==> src/rtl/stm_pkg.sv <==
package stm_pkg;
  localparam int STM_DW = 32;
  localparam int STM_AW = 6;

  typedef logic [STM_DW-1:0] word_t;

  // word indices (byte address / 4)
  localparam int IDX_CTRL = 0;
  localparam int IDX_LIM  = 1;
  localparam int IDX_ADJ  = 2;
  localparam int IDX_CNT  = 3;
  localparam int IDX_CAP  = 4;
  localparam int IDX_SYNC = 5;
  localparam int IDX_CMP0 = 8;

  // control word bit positions
  localparam int B_CNT_EN   = 0;
  localparam int B_CNT_CLR  = 1;
  localparam int B_CNT_HOLD = 2;
  localparam int B_SYN_EN   = 4;
  localparam int B_SYN_HOLD = 5;
  localparam int B_CMD_LO   = 28;

  // packed so that it lines up with control bits 31..28
  typedef struct packed {
    logic add;
    logic sub;
    logic load;
    logic zero;
  } cmd_t;

  function automatic word_t wrap_step(word_t cur, word_t lim);
    return (cur == lim) ? '0 : cur + 1'b1;
  endfunction

  function automatic word_t sync_next(cmd_t c, word_t cur, word_t adj, logic run);
    if (c.zero)      return '0;
    else if (c.load) return adj;
    else if (c.add)  return cur + adj;
    else if (c.sub)  return cur - adj;
    else if (run)    return cur + 1'b1;
    return cur;
  endfunction
endpackage

==> src/rtl/stm_regs.sv <==
module stm_regs
  import stm_pkg::*;
#(
  parameter int NCMP = 4,
  parameter int AW   = STM_AW
) (
  input  logic                   clk,
  input  logic                   rst_n,
  input  logic                   reg_wr,
  input  logic [AW-1:0]          reg_addr,
  input  word_t                  reg_wdata,
  output word_t                  reg_rdata,
  input  word_t                  cnt_val,
  input  word_t                  cap_val,
  input  word_t                  sync_val,
  output logic                   cnt_en,
  output logic                   cnt_clr,
  output logic                   cnt_hold,
  output logic                   syn_en,
  output logic                   syn_hold,
  output word_t                  lim_q,
  output word_t                  adj_q,
  output logic [NCMP-1:0][STM_DW-1:0] match_q,
  output cmd_t                   cmd_pend
);
  localparam int IW = AW - 2;
  localparam logic [IW-1:0] IX_CTRL = IW'(IDX_CTRL);
  localparam logic [IW-1:0] IX_LIM  = IW'(IDX_LIM);
  localparam logic [IW-1:0] IX_ADJ  = IW'(IDX_ADJ);
  localparam logic [IW-1:0] IX_CNT  = IW'(IDX_CNT);
  localparam logic [IW-1:0] IX_CAP  = IW'(IDX_CAP);
  localparam logic [IW-1:0] IX_SYNC = IW'(IDX_SYNC);

  logic [IW-1:0] idx;
  logic          wr_ctrl;
  assign idx     = reg_addr[AW-1:2];
  assign wr_ctrl = reg_wr && (idx == IX_CTRL);

  always_ff @(posedge clk or negedge rst_n) begin
    if (!rst_n) begin
      cnt_en   <= 1'b0;
      cnt_clr  <= 1'b0;
      cnt_hold <= 1'b0;
      syn_en   <= 1'b0;
      syn_hold <= 1'b0;
      lim_q    <= '0;
      adj_q    <= '0;
      cmd_pend <= '0;
    end else begin
      cmd_pend <= wr_ctrl ? cmd_t'(reg_wdata[B_CMD_LO +: 4]) : '0;
      if (wr_ctrl) begin
        cnt_en   <= reg_wdata[B_CNT_EN];
        cnt_clr  <= reg_wdata[B_CNT_CLR];
        cnt_hold <= reg_wdata[B_CNT_HOLD];
        syn_en   <= reg_wdata[B_SYN_EN];
        syn_hold <= reg_wdata[B_SYN_HOLD];
      end
      if (reg_wr && idx == IX_LIM) lim_q <= reg_wdata;
      if (reg_wr && idx == IX_ADJ) adj_q <= reg_wdata;
    end
  end

  for (genvar k = 0; k < NCMP; k++) begin : g_match
    always_ff @(posedge clk or negedge rst_n) begin
      if (!rst_n)                                   match_q[k] <= '0;
      else if (reg_wr && idx == IW'(IDX_CMP0 + k))  match_q[k] <= reg_wdata;
    end
  end

  always_comb begin
    reg_rdata = '0;
    case (idx)
      IX_CTRL: begin
        reg_rdata[B_CNT_EN]   = cnt_en;
        reg_rdata[B_CNT_CLR]  = cnt_clr;
        reg_rdata[B_CNT_HOLD] = cnt_hold;
        reg_rdata[B_SYN_EN]   = syn_en;
        reg_rdata[B_SYN_HOLD] = syn_hold;
      end
      IX_LIM:  reg_rdata = lim_q;
      IX_ADJ:  reg_rdata = adj_q;
      IX_CNT:  reg_rdata = cnt_val;
      IX_CAP:  reg_rdata = cap_val;
      IX_SYNC: reg_rdata = sync_val;
      default: begin
        for (int k = 0; k < NCMP; k++)
          if (idx == IW'(IDX_CMP0 + k)) reg_rdata = match_q[k];
      end
    endcase
  end
endmodule

==> src/rtl/stm_period.sv <==
module stm_period
  import stm_pkg::*;
#(
  parameter int NCMP = 4
) (
  input  logic                   clk,
  input  logic                   rst_n,
  input  logic                   cnt_en,
  input  logic                   cnt_clr,
  input  logic                   cnt_hold,
  input  logic                   dbg_halt,
  input  word_t                  lim_q,
  input  logic [NCMP-1:0][STM_DW-1:0] match_q,
  output word_t                  cnt_q,
  output logic                   cnt_step,
  output logic [NCMP-1:0]        hit_q
);
  word_t cnt_nxt;

  assign cnt_step = cnt_en && !cnt_clr && !(cnt_hold && dbg_halt);

  always_comb begin
    if (cnt_clr)       cnt_nxt = '0;
    else if (cnt_step) cnt_nxt = wrap_step(cnt_q, lim_q);
    else               cnt_nxt = cnt_q;
  end

  always_ff @(posedge clk or negedge rst_n) begin
    if (!rst_n) cnt_q <= '0;
    else        cnt_q <= cnt_nxt;
  end

  for (genvar k = 0; k < NCMP; k++) begin : g_cmp
    always_ff @(posedge clk or negedge rst_n) begin
      if (!rst_n) hit_q[k] <= 1'b0;
      else        hit_q[k] <= cnt_step && (cnt_nxt != cnt_q) && (cnt_nxt == match_q[k]);
    end
  end
endmodule

==> src/rtl/stm_sync.sv <==
module stm_sync
  import stm_pkg::*;
(
  input  logic  clk,
  input  logic  rst_n,
  input  logic  syn_en,
  input  logic  syn_hold,
  input  logic  dbg_halt,
  input  cmd_t  cmd_pend,
  input  word_t adj_q,
  input  logic  trig_in,
  output logic  trig_rise,
  output word_t sync_q,
  output word_t cap_q
);
  logic trig_d;
  logic run;

  assign run       = syn_en && !(syn_hold && dbg_halt);
  assign trig_rise = trig_in && !trig_d;

  always_ff @(posedge clk or negedge rst_n) begin
    if (!rst_n) begin
      trig_d <= 1'b0;
      sync_q <= '0;
      cap_q  <= '0;
    end else begin
      trig_d <= trig_in;
      sync_q <= sync_next(cmd_pend, sync_q, adj_q, run);
      if (trig_rise) cap_q <= sync_q;
    end
  end
endmodule

==> src/rtl/sync_timer_unit.sv <==
module sync_timer_unit
  import stm_pkg::*;
#(
  parameter int NCMP = 4,
  parameter int AW   = STM_AW,
  parameter int DW   = STM_DW
) (
  input  logic            clk,
  input  logic            rst_n,
  input  logic            reg_wr,
  input  logic [AW-1:0]   reg_addr,
  input  logic [DW-1:0]   reg_wdata,
  output logic [DW-1:0]   reg_rdata,
  input  logic            dbg_halt,
  input  logic            trig_in,
  output logic [NCMP-1:0] cmp_hit
);
  logic  cnt_en, cnt_clr, cnt_hold, syn_en, syn_hold;
  logic  cnt_step, trig_rise;
  word_t lim_q, adj_q, cnt_q, sync_q, cap_q;
  logic [NCMP-1:0][STM_DW-1:0] match_q;
  cmd_t  cmd_pend;

  stm_regs #(.NCMP(NCMP), .AW(AW)) regs_i (
    .clk(clk), .rst_n(rst_n), .reg_wr(reg_wr), .reg_addr(reg_addr),
    .reg_wdata(reg_wdata), .reg_rdata(reg_rdata),
    .cnt_val(cnt_q), .cap_val(cap_q), .sync_val(sync_q),
    .cnt_en(cnt_en), .cnt_clr(cnt_clr), .cnt_hold(cnt_hold),
    .syn_en(syn_en), .syn_hold(syn_hold),
    .lim_q(lim_q), .adj_q(adj_q), .match_q(match_q), .cmd_pend(cmd_pend)
  );

  stm_period #(.NCMP(NCMP)) period_i (
    .clk(clk), .rst_n(rst_n), .cnt_en(cnt_en), .cnt_clr(cnt_clr),
    .cnt_hold(cnt_hold), .dbg_halt(dbg_halt), .lim_q(lim_q),
    .match_q(match_q), .cnt_q(cnt_q), .cnt_step(cnt_step), .hit_q(cmp_hit)
  );

  stm_sync sync_i (
    .clk(clk), .rst_n(rst_n), .syn_en(syn_en), .syn_hold(syn_hold),
    .dbg_halt(dbg_halt), .cmd_pend(cmd_pend), .adj_q(adj_q),
    .trig_in(trig_in), .trig_rise(trig_rise), .sync_q(sync_q), .cap_q(cap_q)
  );
endmodule

==> config.mk <==
export PLATFORM = sky130hd
export DESIGN_NAME = sync_timer_unit
export DESIGN_NICKNAME = d
export VERILOG_FILES = /design/src/rtl/stm_pkg.sv /design/src/rtl/stm_regs.sv /design/src/rtl/stm_period.sv /design/src/rtl/stm_sync.sv /design/src/rtl/sync_timer_unit.sv
export SDC_FILE = /design/constraint.sdc
export NUM_CORES = 1
export LEC_CHECK = 0
export BUFFER_PORTS_ARGS = -buffer_cell sky130_fd_sc_hd__buf_4
export CAP_MARGIN = 20
export CORE_MARGIN = 2
export CORE_UTILIZATION = 46
export DETAILED_ROUTE_END_ITERATION = 12
export PLACE_DENSITY = 0.7
export SYNTH_ARGS = -nofsm -noshare
export SYNTH_HDL_FRONTEND = slang
export SYNTH_SLANG_ARGS = --single-unit
==> constraint.sdc <==
create_clock -name clk -period 4.1 [get_ports clk]
set_clock_uncertainty 0.2 [all_clocks]
set_input_delay 0.615 -clock clk [delete_from_list [all_inputs] [get_ports clk]]
set_output_delay 0.615 -clock clk [all_outputs]
set_load 0.05 [all_outputs]
Yosys cells after proc, flatten, opt, wreduce, memory -nomap -nowiden. Index checks and enable logic that the tools add are counted.

Memories: 0. RAM bits: 0. Bits in latches: 0. Bits in registers: 302. Bits in read-only memories: 0. Output and inout port bits: 36. Input port bits: 43. Logic and storage cells: 87.

Bitwise gates (word level): 0. Muxes and demuxes: 22. Multiply operators: 0. Add/subtract/negate cells: 4. Divide/modulo/power cells: 0. Reductions and logical operators: 23. Shift operators: 0. Equality and inequality tests: 15. Magnitude comparators: 0.

Operators by type and width (number): 32-bit 2-to-1 mux (12); 32-bit == test (5); 26-bit case mux with 6 select lines (1); 32-bit by 1-bit adder with 32-bit output (second input constant) (2); 32-bit adder (1); 32-bit inequality test (1); 32-bit subtractor (1); 1-bit logical AND (18); 3-bit case mux with 6 select lines (1); 4-bit == test (second input constant) (4); 2-bit case mux with 6 select lines (1); 4-bit by 2-bit == test with 1-bit output (second input constant) (2); 4-bit by 3-bit == test with 1-bit output (second input constant) (2); 1-bit case mux with 6 select lines (1); 1-bit 2-to-1 mux (5); 4-bit by 1-bit == test with 1-bit output (second input constant) (1); 1-bit logical NOT (4); 4-bit logical NOT (1); 4-bit 2-to-1 mux (1).

Longest topological paths before layout.
Depth in word-level cells: 8. Depth in mapped cells: 22. Gate-level depth less buffers: 21.

By module. A second synthesis with hierarchy kept.

Cell total of the unflattened synthesis: 1918. Area, all modules: 19618.8 µm².

By module, submodules not included: stm_regs (area an instance 9914.5 µm², cells each 732, sequential area each 5029.8 µm², instances 1); stm_sync (area an instance 5420.2 µm², cells each 652, sequential area each 1626.6 µm², instances 1); stm_period (area an instance 4284.1 µm², cells each 534, sequential area each 900.9 µm², instances 1).

Worst setup path before layout. OpenSTA, ideal clock, no wires.

Kind: reg-to-reg. Start: register, netlist name regs_i.cmd_pend[2]. End: register sync_i.sync_q[31]. Arrival time: 3999 ps. Stages on the path, launching flop included: 20. Period minus slack after synthesis: 4267 ps. Library setup time: 69 ps. Data required time: 3831 ps. Path slack: -167 ps. Cells stage by stage: dfrtp_1 > inv_1 > nor2_1 > nand3_1 > or4_1 > or3_1 > nor3_1 > mux2i_1 > o21ai_0 > ha_1 > a21o_1 > a21o_1 > a21o_1 > a21o_1 > a21o_1 > a22o_1 > a211oi_1 > xnor2_1 > or3_1 > nand3_1.

Longest elaborated chain between the ends: 4. Elaborated cells on any way between the ends: 8. Classes of those cells: mux (8).

RTL lines: 32-bit 2-to-1 mux or 1-bit 2-to-1 mux (tied branches) (RTL line stm_pkg.sv:40) `else if (c.sub) return cur - adj;`; 32-bit 2-to-1 mux or 1-bit 2-to-1 mux (tied branches) (RTL line stm_pkg.sv:39) `else if (c.add) return cur + adj;`; 32-bit 2-to-1 mux or 1-bit 2-to-1 mux (tied branches) (RTL line stm_pkg.sv:38) `else if (c.load) return adj;`; 32-bit 2-to-1 mux or 1-bit 2-to-1 mux (tied branches) (RTL line stm_pkg.sv:37) `if (c.zero) return '0;`; end signal, assigned (RTL line stm_sync.sv:29) `sync_q <= sync_next(cmd_pend, sync_q, adj_q, run);`; end, declared (RTL line stm_sync.sv:13) `output word_t sync_q,`.

Several ways; a longest one is shown, not always the timed one. A chain may end at the register's enable or synchronous reset.

Worst setup path in the final report.
Start: register, netlist name regs_i.cmd_pend[2]. End: register sync_i.sync_q[31].

Longest elaborated chain between the ends: 4. Elaborated cells on any way between the ends: 8. Classes of those cells: mux (8).

RTL lines (RTL line): 32-bit 2-to-1 mux or 1-bit 2-to-1 mux (tied branches) (stm_pkg.sv:40); 32-bit 2-to-1 mux or 1-bit 2-to-1 mux (tied branches) (stm_pkg.sv:39); 32-bit 2-to-1 mux or 1-bit 2-to-1 mux (tied branches) (stm_pkg.sv:38); 32-bit 2-to-1 mux or 1-bit 2-to-1 mux (tied branches) (stm_pkg.sv:37).

Several ways; a longest one is shown, not always the timed one.

==> results.md <==
* Die Wd at 208 um
* Final setup viols at 2
* Main synth FF type: dfrtp_1
* DRC violations left at 0
* Worst R2R Path Depth at 18
* I/O Buffers at 76
* Worst endpoint data arrival time at 4.58 ns
* GRT overflow at 0
* TritonCTS buffer count at 36
* Vias/cell at 6.47
* Die height at 208 um
* Clk slew on worst S/H paths at 0.06 ns
* Die footprint at 0.0434 mm^2
* R2r endpoint: sync_i.sync_q[31]$_DFFE_PN0P_
* Vias in the first global route at 17.5k
* Power, Total at 12.1 mW
* Largest net degree at the start of global routing at 87
* Post-synthesis instance area at 0.0192 mm^2
* I/O Pins at 79
* Pwr Density at 511 mW/mm^2
* Critical Path RT at 4.38 ns
* GR Util All Layers at 0.351
* Routed wire length at 76.4 mm
* FF+latch count, synth at 302
* Slew Limit Fails at 0
* Period utilization at 1.05
* Max_slew headroom at 0.319
* Final hold violations at 0
* Cell area after layout at 0.0236 mm^2
* Max Clk Rate at 233 MHz
* Global-route wire length before repair at 114 mm
* MaxCap Viol Count at 0
* Cell count after synthesis at 1,888
* Root Driver: clkbuf_16
* Row count at 74
* Period minus WS final at 4.29 ns
* Clock H-tree levels at 2
* Worst Setup End Kind: flop
* Syn. warnings at 0
* Reg2Reg Setup Slack at -0.19 ns
* Crit-path max FO at 3
* Via count at 17.4k
* Clock buffer depth at 3
* Status: complete, but fails checks
* RSZ-0062 raised after global routing: true
* Reg-to-Reg Start: regs_i.cmd_pend[2]$_DFF_PN0_
* Final WS setup at -0.193 ns
* Share of layout cells above drive strength 1 at 0.346
* Placer Congestion at 1.02
* Pre-CTS setup slack at -0.238 ns
* Hold depth at 3
* Worst-margin pin slew at 1.02 ns
* Leakage at 10.5 nW
* Post-synthesis cell type count at 82
* Area Overhead vs Synth at 22.8%
* Sink Count at 302
* CP startpoint kind: flop
* Initial detailed-routing violation count at 1,785
* CORE AREA at 0.0410 mm^2
* Setup Crit Path Kind: flop to flop
* Worst vdd ir at 294 uV
* Ys async rst share at 1.00
* Clock Latency Late Sink at 0.56 ns
* HP Class: input pin to flop
* TritonRoute pass-1 iters at 9
* Final nets at 2,217
* Remaining antenna violation count after routing at 0
* Starting Density at 0.468
* Hold EP: regs_i.match_q[57]$_DFFE_PN0P_
* Seq/Total Area, Yosys at 0.393
* Initial antenna violation count at 2
* Hold Startpoint: reg_wdata[25]
* Mapped Avg Cell Area at 10.2 um^2
* CTS tree: built
* Number of flops mapped to enable cells by yosys at 0
* Failing checks: setup timing
* Post-DR wirelength/cell at 28.4 um
* Mapped Nets at 1,971
* Placed standard-cell area at 0.0220 mm^2
* N_diodes at 0
* Dpl hpwl at 57.6 mm
per-stage QoR:
step,utilization,std cells,hold WS (ns),setup TNS [ns]
3_5_place_dp,0.535,2618,0.279,-0.565
4_1_cts,0.569,2686,0.119,-0.450
2_1_floorplan,-,1888,0.119,-0.0128
6_report,0.575,2693,0.132,-0.258
5_1_grt,0.575,2693,0.149,-2.13
3_3_place_gp,0.535,2617,0.266,-0.461
cell usage after synthesis, types with 18 or more instances:
| cell type | instances | area, um^2 |
|---|---|---|
| a31oi_1 | 18 | 113 |
| mux4_2 | 32 | 721 |
| nand2b_1 | 18 | 113 |
| ha_1 | 39 | 488 |
| nand2_1 | 125 | 469 |
| o21ai_0 | 113 | 566 |
| nor4_1 | 37 | 231 |
| a22o_1 | 23 | 201 |
| nand3_1 | 45 | 225 |
| xor2_1 | 81 | 709 |
| nor3_1 | 47 | 235 |
| inv_1 | 44 | 165 |
| a22oi_1 | 56 | 420 |
| a21o_1 | 18 | 135 |
| mux2i_1 | 18 | 180 |
| dfrtp_1 | 302 | 7560 |
| a222oi_1 | 22 | 220 |
| clkbuf_1 | 85 | 319 |
| o22ai_1 | 18 | 113 |
| a21oi_1 | 77 | 385 |
| nor2_1 | 121 | 454 |
| xnor2_1 | 57 | 499 |
| nand4_1 | 30 | 188 |
| mux2_2 | 244 | 2750 |
sequential cells by signal, summed over array words and instances (netlist names):
signal / count
regs_i.syn_en: 1
regs_i.cnt_en: 1
regs_i.match_q: 128
period_i.hit_q: 4
regs_i.cnt_clr: 1
sync_i.cap_q: 32
regs_i.cnt_hold: 1
period_i.cnt_q: 32
regs_i.adj_q: 32
regs_i.syn_hold: 1
regs_i.lim_q: 32
regs_i.cmd_pend: 4
sync_i.trig_d: 1
sync_i.sync_q: 32
where the power goes:
group          internal [mW]  total, mW  leakage [nW]  switching (mW)
Sequential              3.71       4.70          3.81           0.990
Combinational           1.77       3.84          6.07            2.07
Clock                   2.14       3.52         0.624            1.39
cells in the final DEF, fill, tap and decap left out, types with 32 or more instances in the layout:
| cell | count |
|---|---|
| nor2_1 | 110 |
| dfrtp_1 | 301 |
| xnor2_1 | 56 |
| inv_1 | 43 |
| xor2_1 | 79 |
| clkbuf_16 | 37 |
| nor3_1 | 37 |
| mux4_2 | 32 |
| a21oi_1 | 72 |
| o21ai_0 | 100 |
| nor4_1 | 32 |
| nand2_1 | 124 |
| a22oi_1 | 56 |
| buf_4 | 311 |
| mux2_2 | 244 |
| ha_1 | 37 |
| nand3_1 | 43 |
layout make-up:
cell class	instances	area [um^2]
Clock buffer	47	1010
Clock inverter	18	268
Fill cell	3488	17400
Inverter	45	169
Multi-Input combinational cell	1425	11400
Sequential cell	302	7560
Tap cell	532	666
Timing Repair Buffer	324	2550
critical path, stage by stage (launching register included):
cell and delay (ns):
dfrtp_1 0.42, nor2b_4 0.18, nand4b_1 0.14, or4_4 0.45, or3_4 0.38, nor3_4 0.13, mux2i_1 0.21, o21ai_1 0.08
ha_2 0.18, a21o_1 0.20, a21o_1 0.18, a21o_1 0.19, a21o_1 0.18, a21o_1 0.18, a22o_1 0.19, a211oi_2 0.22
xnor2_1 0.12, or3_1 0.31, nand3_1 0.09
worst max-delay path by stage:
stage | start | endpoint | cells after the start
6_report | regs_i.cmd_pend[2]$_DFF_PN0_ | sync_i.sync_q[31]$_DFFE_PN0P_ | 18
5_1_grt | regs_i.cmd_pend[2]$_DFF_PN0_ | sync_i.sync_q[31]$_DFFE_PN0P_ | 19
4_1_cts | regs_i.cmd_pend[2]$_DFF_PN0_ | sync_i.sync_q[31]$_DFFE_PN0P_ | 19
3_5_place_dp | regs_i.adj_q[3]$_DFFE_PN0P_ | sync_i.sync_q[31]$_DFFE_PN0P_ | 18
3_3_place_gp | regs_i.adj_q[3]$_DFFE_PN0P_ | sync_i.sync_q[31]$_DFFE_PN0P_ | 18
2_1_floorplan | regs_i.adj_q[7]$_DFFE_PN0P_ | sync_i.sync_q[31]$_DFFE_PN0P_ | 19
per-layer routing:
layer,GRT usage,vias up,wire [um]
met5,0,-,0
met4,0.166,0,4080
met3,0.0592,207,5700
met2,0.567,803,35700
met1,0.461,8830,30900
li1,-,7597,-
repair_timing:
item,4_1_cts,5_1_grt
hold buffers,2,0
hold endpoints to repair,81,0
gates resized for setup,21,46
endpoints found under the setup margin,12,18
setup buffers,1,7
pin swaps,8,14
cell families after synthesis:
family	synth area share
AO/OA/AOI/OAI	0.159
XOR/XNOR	0.0646
adder cells (fa/ha/maj)	0.0264
buffers and inverters	0.0338
flip-flops	0.393
multiplexers	0.190
AND/OR/NAND/NOR	0.133
(Power assumes the default switching activity.)
